**src/rtl/thr_pkg.sv**
```systemverilog
package thr_pkg;
   localparam int CFG_W    = 8;
   localparam int POS_EN   = 7;
   localparam int POS_SRC  = 5;
   localparam int POS_ZSEL = 4;
   localparam int POS_HOC  = 3;
   localparam int POS_LOCK = 0;
   localparam int ZONE_N   = 3;
   localparam int Z_HOT    = 0;
   localparam int Z_AUX2   = 1;
   localparam int Z_CAT    = 2;

   function automatic logic [CFG_W-1:0] store_mask();
      logic [CFG_W-1:0] m;
      m = '0;
      m[POS_EN]   = 1'b1;
      m[POS_SRC]  = 1'b1;
      m[POS_ZSEL] = 1'b1;
      m[POS_HOC]  = 1'b1;
      m[POS_LOCK] = 1'b1;
      return m;
   endfunction

   function automatic logic [ZONE_N-1:0] narrow_zones();
      logic [ZONE_N-1:0] m;
      m = '1;
      m[Z_AUX2] = 1'b0;
      return m;
   endfunction
endpackage

```
**src/rtl/thr_cfg_reg.sv**
```systemverilog
module thr_cfg_reg #(
   parameter int W = 8,
   parameter int LOCK_POS = 0,
   parameter logic [W-1:0] KEEP_MASK = '1
) (
   input  logic         clk,
   input  logic         rst_n,
   input  logic         wr_en,
   input  logic [W-1:0] wr_data,
   output logic [W-1:0] cfg_q
);
   generate
      if (LOCK_POS >= W) begin : g_bad_lock
         $error("lock position outside register");
      end
      if (!KEEP_MASK[LOCK_POS]) begin : g_bad_mask
         $error("lock bit must be a stored bit");
      end
   endgenerate

   logic wr_ok;
   assign wr_ok = wr_en & ~cfg_q[LOCK_POS];

   logic unused_wr_bits;
   assign unused_wr_bits = ^(wr_data & ~KEEP_MASK);

   generate
      for (genvar i = 0; i < W; i++) begin : g_bit
         if (i == LOCK_POS) begin : g_lock
            always_ff @(posedge clk or negedge rst_n) begin
               if (!rst_n)
                  cfg_q[i] <= 1'b0;
               else if (wr_ok && wr_data[i])
                  cfg_q[i] <= 1'b1;
            end
         end else if (KEEP_MASK[i]) begin : g_store
            always_ff @(posedge clk or negedge rst_n) begin
               if (!rst_n)
                  cfg_q[i] <= 1'b0;
               else if (wr_ok)
                  cfg_q[i] <= wr_data[i];
            end
         end else begin : g_rsvd
            assign cfg_q[i] = 1'b0;
         end
      end
   endgenerate
endmodule

```
**src/rtl/thr_zone_sel.sv**
```systemverilog
module thr_zone_sel #(
   parameter int NZ = 3,
   parameter logic [NZ-1:0] NARROW = '1
) (
   input  logic          enable,
   input  logic          narrow,
   input  logic [NZ-1:0] zones,
   output logic          throttle
);
   generate
      if (NZ < 1) begin : g_bad_nz
         $error("need at least one zone");
      end
   endgenerate

   logic [NZ-1:0] live;
   assign live = narrow ? NARROW : {NZ{1'b1}};

   always_comb begin
      throttle = 1'b0;
      for (int k = 0; k < NZ; k++)
         throttle = throttle | (zones[k] & live[k]);
      throttle = throttle & enable;
   end
endmodule

```
**src/rtl/thr_trip_latch.sv**
```systemverilog
module thr_trip_latch (
   input  logic clk,
   input  logic rst_n,
   input  logic halt_en,
   input  logic use_direct,
   input  logic cat_cmp,
   input  logic cat_direct,
   output logic trip_n
);
   logic cat_sel;
   logic tripped;

   assign cat_sel = use_direct ? cat_direct : cat_cmp;

   always_ff @(posedge clk or negedge rst_n) begin
      if (!rst_n)
         tripped <= 1'b0;
      else if (halt_en && cat_sel)
         tripped <= 1'b1;
   end

   assign trip_n = ~tripped;
endmodule

```
**src/rtl/thr_ctrl.sv**
```systemverilog
module thr_ctrl #(
   parameter int CFG_W = thr_pkg::CFG_W
) (
   input  logic             clk,
   input  logic             rst_n,
   input  logic             wr_en,
   input  logic [CFG_W-1:0] wr_data,
   output logic [CFG_W-1:0] rd_data,
   input  logic             zone_hot,
   input  logic             zone_aux2,
   input  logic             zone_cat,
   input  logic             cat_trip_direct,
   output logic             throttle_req,
   output logic             trip_n
);
   import thr_pkg::*;

   localparam logic [CFG_W-1:0] KEEP = store_mask();

   generate
      if (CFG_W != thr_pkg::CFG_W) begin : g_bad_w
         $error("register width fixed by field layout");
      end
   endgenerate

   logic [CFG_W-1:0]  cfg;
   logic [ZONE_N-1:0] zones;

   assign zones[Z_HOT]  = zone_hot;
   assign zones[Z_AUX2] = zone_aux2;
   assign zones[Z_CAT]  = zone_cat;

   thr_cfg_reg #(.W(CFG_W), .LOCK_POS(POS_LOCK), .KEEP_MASK(KEEP)) u_reg (
      .clk(clk), .rst_n(rst_n), .wr_en(wr_en), .wr_data(wr_data), .cfg_q(cfg)
   );

   thr_zone_sel #(.NZ(ZONE_N), .NARROW(narrow_zones())) u_zone (
      .enable(cfg[POS_EN]), .narrow(cfg[POS_ZSEL]), .zones(zones),
      .throttle(throttle_req)
   );

   thr_trip_latch u_trip (
      .clk(clk), .rst_n(rst_n), .halt_en(cfg[POS_HOC]),
      .use_direct(cfg[POS_SRC]), .cat_cmp(zone_cat),
      .cat_direct(cat_trip_direct), .trip_n(trip_n)
   );

   assign rd_data = cfg;
endmodule

```
**config.mk**
```make
export PLATFORM = sky130hd
export DESIGN_NAME = thr_ctrl
export DESIGN_NICKNAME = d
export VERILOG_FILES = /design/src/rtl/thr_pkg.sv /design/src/rtl/thr_cfg_reg.sv /design/src/rtl/thr_zone_sel.sv /design/src/rtl/thr_trip_latch.sv /design/src/rtl/thr_ctrl.sv
export SDC_FILE = /design/constraint.sdc
export NUM_CORES = 1
export LEC_CHECK = 0
export ABC_AREA = 1
export ABC_CLOCK_PERIOD_IN_PS = 950
export BUFFER_PORTS_ARGS = -buffer_cell sky130_fd_sc_hd__buf_2
export CAP_MARGIN = 20
export CORE_AREA = 2 2 39 41
export CTS_BUF_LIST = sky130_fd_sc_hd__clkbuf_4 sky130_fd_sc_hd__clkbuf_8 sky130_fd_sc_hd__clkbuf_16
export DETAILED_ROUTE_END_ITERATION = 10
export DIE_AREA = 0 0 41 43
export PLACE_DENSITY = 0.62
export SLEW_MARGIN = 20
export SYNTH_ARGS = -nofsm -noshare
export SYNTH_HDL_FRONTEND = slang
export SYNTH_HIERARCHICAL = 1
export SYNTH_SLANG_ARGS = --single-unit
```
**constraint.sdc**
```tcl
create_clock -name clk -period 0.95 [get_ports clk]
set_input_delay 0.0475 -clock clk [delete_from_list [all_inputs] [get_ports clk]]
set_output_delay 0.0475 -clock clk [all_outputs]
set_load 0.01 [all_outputs]
```
==> results of run 1 <==
[power groups by stage]
stage / Sequential, W / Clock, W / Combinational, W
2_1_floorplan: 0.000260 / 0 / 0.0000196
3_3_place_gp: 0.000260 / 0 / 0.0000400
3_5_place_dp: 0.000260 / 0 / 0.0000410
4_1_cts: 0.000256 / 0.000246 / 0.0000475
5_1_grt: 0.000256 / 0.000257 / 0.0000552
6_report: 0.000256 / 0.000232 / 0.0000473
[logic make-up after synthesis]
family / count (synthesis) / share of synthesized area [%]
other cells: 1 / 1.270
flops: 6 / 50.85
buf+inv: 10 / 16.53
simple gates: 21 / 29.66
compound gates: 1 / 1.693
[state kept, by name, indices dropped and copies added (netlist names)]
signal          flops
u_reg/cfg_q         5
u_trip/tripped      1
[layout make-up]
class	instances	area share, %
well taps	16	4.444
repair buffers	21	27.50
multi-input cells	25	23.89
clock buffers	3	5.000
flip-flops and latches	6	33.33
inverters	7	5.833
[worst register-to-register path, stage by stage, from the launching register on]
cell and delay (ns):
dfrtp_1 0.36, inv_1 0.16, nand2_2 0.10, nand2_1 0.07, nand2_1 0.05
[placed cells by master (no fill, tap or decap), types with 2 or more instances in the layout]
cell,synthesis,layout
nand2_1,14,14
inv_1,7,7
conb_1,1,3
nand3_1,5,5
buf_2,0,17
clkbuf_4,0,3
dlygate4sd3_1,0,2
dfrtp_1,6,6
[synthesized netlist by cell type]
cell type / number / area, um^2
buf_4: 3 / 22.52
inv_1: 7 / 26.28
a21oi_1: 1 / 5.000
nand2_2: 1 / 6.260
nand2_1: 14 / 52.55
nand3_1: 5 / 25.02
conb_1: 1 / 3.750
nor2_1: 1 / 3.750
dfrtp_1: 6 / 150.1
[metal layers]
layer	vias up	global-route usage [%]	share of wire (%)
met5	-	0	0
met2	12	11.25	49
met3	0	3.141	9.2
met1	133	8.581	41
li1	155	-	-
met4	0	8.000	0
[stage by stage]
| step | hold slack, ns | util, % | power, W |
|---|---|---|---|
| floorplan | -0.2481 | - | 0.0002799 |
| global placement | -0.1254 | 28.21 | 0.0003003 |
| detailed placement | -0.1223 | 28.21 | 0.0003013 |
| CTS | 0.03262 | 31.83 | 0.0005497 |
| global route | 0.04174 | 32.55 | 0.0005685 |
| finish | 0.04047 | 32.55 | 0.0005354 |
[repair_timing]
action,in CTS,in global routing
resized for setup,0,2
endpoints found under the hold margin,7,0
buffers inserted,1,0
setup endpoints to repair,1,2
hold buffers,2,0
[how the worst max path moves through the flow]
stage,from,endpoint,slack (ns),depth (start not counted)
global route,u_reg/cfg_q[4]$_DFFE_PN0P_,throttle_req,-0.13,4
floorplan,u_reg/cfg_q[0]$_DFFE_PN0P_,u_reg/cfg_q[5]$_DFFE_PN0P_,0.13,4
detailed placement,u_reg/cfg_q[0]$_DFFE_PN0P_,u_reg/cfg_q[5]$_DFFE_PN0P_,0.11,4
CTS,u_reg/cfg_q[4]$_DFFE_PN0P_,throttle_req,-0.06,4
finish,u_reg/cfg_q[4]$_DFFE_PN0P_,throttle_req,-0.04,4
global placement,u_reg/cfg_q[0]$_DFFE_PN0P_,u_reg/cfg_q[5]$_DFFE_PN0P_,0.12,4
==> summary.md, run 1 <==
| Metric | Value |
|---|---|
| Pre-CTS setup slack | `0.1126 ns` |
| Final nets | `79` |
| CP Class | `flip-flop to primary output` |
| Reg area | `150.1 um^2` |
| Post-route ant nets | `0` |
| Worst path top cell family by delay | `flip-flops` |
| Yosys Warn Count | `6` |
| Post-Synthesis Cell Area | `just under 300 um^2` |
| Maximum VDD drop | `0.4615 mV` |
| Int Pwr | `0.0004229 W` |
| Combinational fraction of design power | `8.8%` |
| FF-to-FF Start | `u_reg/cfg_q[0]$_DFFE_PN0P_` |
| Tmin final | `roughly 0.99 ns` |
| Setup-failing EPs final | `1` |
| Seq cells post-synth | `6` |
| CTS Buf Count | `3` |
| Buf/Inv on CP | `2` |
| Placed instance area | `390.4 um^2` |
| First-pass GRT wire length | `917 um` |
| Post-route setup slack | `-0.04260 ns` |
| Clk sinks | `6` |
| RSZ-0062 raised after global routing | `yes` |
| P_leak | `0.2716 nW` |
| N_diodes | `0` |
| 1st-iter DRT viols | `1` |
| Via/cell ratio | `around 3.8` |
| CP required | `0.90 ns` |
| Die area | `1763 um^2` |
| Number of I/O port buffers | `18` |
| Reg2Reg Depth | `4` |
| Status | `complete, but fails checks` |
| Placed Cells | `72` |
| Layout cells sized above 1 | `38.71%` |
| Final instance area | `450.4 um^2` |
| Failing checks | `setup timing` |
| H-tree lvl count | `1` |
| Ports | `25` |
| CP peak stage delay | `0.37 ns` |
| Core ar. | `1384 um^2` |
| Total GRT Usage | `8.097%` |
| Number of max-cap violations | `0` |
| Crit-path slowest cell | `dfrtp_1` |
| Distinct cell type count after synthesis | `9` |
| Syn Area/Cell | `7.571 um^2` |
| Clock transition at the registers of the reported paths | `~0.040 ns` |
| Die span in y | `43 um` |
| Fin crit share | `104.5%` |
| Cell Chain, Critical Path | `inv_1, nand2_1, a21oi_2, buf_2` |
| Final cell count without fillers | `78` |
| Hold path startpoint | `wr_data[4]` |
| Clk pwr share | `43.3%` |
| Root Buffer | `clkbuf_4` |
| Remaining DRCs | `0` |
| Die W | `41 um` |
| RR Endpoint | `u_reg/cfg_q[5]$_DFFE_PN0P_` |
| Sw Share | `a little over a fifth` |
| Fillers | `roughly 150` |
| Largest net degree at the start of global routing | `7` |
| Setup TNS | `-0.04260 ns` |
| Min-delay worst type | `input pin to flip-flop` |
| DP HPWL | `roughly 490 um` |
| Register share of total power | `between 40 and 50%` |
| Grt ovf | `0` |
| Footprint of the multi-input gates | `107.6 um^2` |
| DRT Wirelength | `621 um` |
| Final hold violations | `0` |
| Post-Synthesis Cells | `39` |
| Hold Path Depth | `3` |
| Vias in the first global route | `around 250` |
| Worst setup SP type | `flip-flop` |
| Pwr/cell area | `roughly 1200 nW/um^2` |
| Num rows | `14` |
| Crit. End Element | `primary output` |
| CTS tree | `done` |
| Drt wl/cell | `7.962 um` |
| Final Max Tran Viols | `0` |
| Pre-Repair DR Iteration Count | `2` |
| Antenna violations before repair | `0` |
| Register-to-register setup slack | `0.10 ns` |
| Routability congestion estimate | `roughly 0.63` |
| Setup Skew | `about 0.00078 ns` |
| Net switching power | `0.0001125 W` |
| Worst Path Max Fanout | `2` |
| Sequential fraction of the synthesis area | `50.85%` |
| Worst skew pair latency | `approximately 0.24 ns` |
| Fmax | `1007 MHz` |
| Worst Path Arrival | `0.95 ns` |
| Max Buffers Root-to-Sink | `2` |
| Routed vias | `300` |
| Initial Utilization | `between 20% and 30%` |
| WHS Endpoint | `u_reg/cfg_q[4]$_DFFE_PN0P_` |
| Area growth syn-to-layout | `52.54%` |
No activity file was read; power rests on OpenSTA's default activity.
==> inputs of run 2 (changes only) <==
--- a/config.mk
+++ b/config.mk
@@ -14,6 +14,7 @@
 export DETAILED_ROUTE_END_ITERATION = 10
 export DIE_AREA = 0 0 41 43
 export PLACE_DENSITY = 0.62
+export SETUP_SLACK_MARGIN = 0.05
 export SLEW_MARGIN = 20
 export SYNTH_ARGS = -nofsm -noshare
 export SYNTH_HDL_FRONTEND = slang
==> summary.md, run 2 (synthesis gave the netlist of run 1 again) <==
| Metric | Value |
|---|---|
| Post-route setup slack | `-0.04233 ns` |
| Worst Path Arrival | `0.94 ns` |
| RR Endpoint | `u_reg/cfg_q[5]$_DFFE_PN0P_` |
| Most common cell after layout, fill and taps aside | `buf_2` |
| First-pass GRT wire length | `917 um` |
| H-tree lvl count | `1` |
| Failing checks | `setup timing` |
| Max reg flops | `5` |
| RSZ-0062 raised after global routing | `yes` |
| Routed vias | `300` |
| Cell Chain, Critical Path | `inv_1, nand2_1, a21oi_2, buf_2` |
| Post-route ant nets | `0` |
| Final hold violations | `0` |
| Vias in the first global route | `253` |
| N_diodes | `0` |
| Via/cell ratio | `3.846` |
| WHS Endpoint | `u_reg/cfg_q[4]$_DFFE_PN0P_` |
| Number of max-cap violations | `0` |
| FF-to-FF Start | `u_reg/cfg_q[0]$_DFFE_PN0P_` |
| Reg2Reg Depth | `4` |
| Final instance area | `approximately 450 um^2` |
| Root Buffer | `clkbuf_4` |
| Remaining DRCs | `0` |
| Maximum VDD drop | `between 0.4 and 0.5 mV` |
| 1st-iter DRT viols | `2` |
| Commonest cells after routing, fill and taps aside | `buf_2 (17), nand2_1 (14), dfrtp_1 (6), inv_1 (6), nand3_1 (5)` |
| Worst skew pair latency | `0.24 ns` |
| Final nets | `79` |
| Min Hold Slack | `0.04046 ns` |
| Setup-failing EPs final | `1` |
| Die area | `1763 um^2` |
| Ports | `25` |
| Routability congestion estimate | `~0.63` |
| CTS Buf Count | `3` |
| Regs by FF count | `u_reg/cfg_q: 5 flops, u_trip/tripped: 1 flops` |
| Antenna violations before repair | `0` |
| Crit. End Element | `primary output` |
| Initial Utilization | `21.34%` |
| Number of I/O port buffers | `18` |
| P_leak | `0.2690 nW` |
| Die W | `41 um` |
| Setup Skew | `0.0009737 ns` |
| CP peak stage delay | `0.37 ns` |
| Placed instance area | `390.4 um^2` |
| DP HPWL | `489.9 um` |
| Die span in y | `roughly 43 um` |
| Core ar. | `1384 um^2` |
| Pre-CTS setup slack | `0.1126 ns` |
| Status | `complete, but fails checks` |
| Clock transition at the registers of the reported paths | `0.04 ns` |
| Max Buffers Root-to-Sink | `2` |
| Min-delay worst type | `input pin to flip-flop` |
| CP required | `0.90 ns` |
| CP Class | `flip-flop to primary output` |
| Total GRT Usage | `under 10%` |
| Fmax | `between 1000 and 1500 MHz` |
| Top reg by flops | `u_reg/cfg_q` |
| Grt ovf | `0` |
| Register-to-register setup slack | `0.17 ns` |
| Fin crit share | `104.5%` |
| Pwr/cell area | `1188 nW/um^2` |
| Num rows | `14` |
| Worst Path Max Fanout | `2` |
| Layout cells sized above 1 | `around two fifths` |
| Fillers | `152` |
| Area growth syn-to-layout | `52.54%` |
| Tmin final | `0.9923 ns` |
| Clk sinks | `6` |
| CTS tree | `done` |
| Hold path startpoint | `wr_data[4]` |
| Worst setup SP type | `flip-flop` |
| Pre-Repair DR Iteration Count | `2` |
| Largest net degree at the start of global routing | `7` |
| DRT Wirelength | `619 um` |
| Drt wl/cell | `7.936 um` |
| Crit-path slowest cell | `dfrtp_1` |
| Final Max Tran Viols | `0` |
| Hold Path Depth | `3` |
-- run 2: changes by cell type in the layout (fill, tap and decap cells not counted) --
cell	before	now
inv_1	7	6
inv_2	0	1
-- run 2: worst max path at each step --
| stage | from | end | depth (start not counted) |
|---|---|---|---|
| CTS | u_reg/cfg_q[4]$_DFFE_PN0P_ | throttle_req | 4 |
| detailed placement | u_reg/cfg_q[0]$_DFFE_PN0P_ | u_reg/cfg_q[5]$_DFFE_PN0P_ | 4 |
| floorplan | u_reg/cfg_q[0]$_DFFE_PN0P_ | u_reg/cfg_q[5]$_DFFE_PN0P_ | 4 |
| global placement | u_reg/cfg_q[0]$_DFFE_PN0P_ | u_reg/cfg_q[5]$_DFFE_PN0P_ | 4 |
| finish | u_reg/cfg_q[4]$_DFFE_PN0P_ | throttle_req | 4 |
| global route | u_reg/cfg_q[4]$_DFFE_PN0P_ | throttle_req | 4 |
-- run 2: repair_timing --
item | in CTS | in global routing
pin swaps | 0 | 0
setup buffers | 1 | 0
gates resized for setup | 1 | 2
hold buffers | 2 | 0
setup endpoints to repair | 1 | 4
endpoints found under the hold margin | 7 | 0
-- run 2: cell type report --
type                       count  area (um^2)  area share [%]
sequential                     6        150.1           33.33
inverter                       7        26.28           5.833
tap                           16        20.02           4.444
clock buffer                   3        22.52           5.000
timing repair buffer          21        123.9           27.50
multi-input combinational     25        107.6           23.89
-- run 2: metal layers --
metal | vias to the layer above | global-route usage, % | share of wire (%) | wire length [um]
li1 | 155 | - | - | -
met3 | 0 | 3.141 | 9.2 | 57
met5 | - | 0 | 0 | 0
met2 | 12 | 11.25 | 49 | 306
met4 | 0 | 8.000 | 0 | 0
met1 | 133 | 8.581 | 41 | 255
-- run 2: where the power goes --
group	switching [W]	internal (W)	leakage (nW)
Clock	0.0000886	0.000143	0.0138
Sequential	0	0.000256	0.0734
Combinational	0.0000236	0.0000238	0.182
Total	0.000112	0.000423	0.269
-- run 2: critical path: cells and delay by family (launching register included) --
| kind | cells | cell delay [ns] |
|---|---|---|
| DFF | 1 | 0.37 |
| buffers and inverters | 2 | 0.19 |
| AOI/OAI and AO/OA | 1 | 0.10 |
| and+or+nand+nor | 1 | 0.05 |
-- run 2: per-stage QoR --
stage / total power [W] / TNS, ns / utilization, % / instances
final: 0.0005351 / -0.04233 / 32.55 / 78
after global routing: 0.0005685 / -0.1254 / 32.55 / 78
after CTS: 0.0005497 / -0.05963 / 32.28 / 78
after detailed placement: 0.0003013 / 0 / 28.21 / 72
after global placement: 0.0003003 / 0 / 28.21 / 72
after floorplan: 0.0002799 / 0 / - / 41
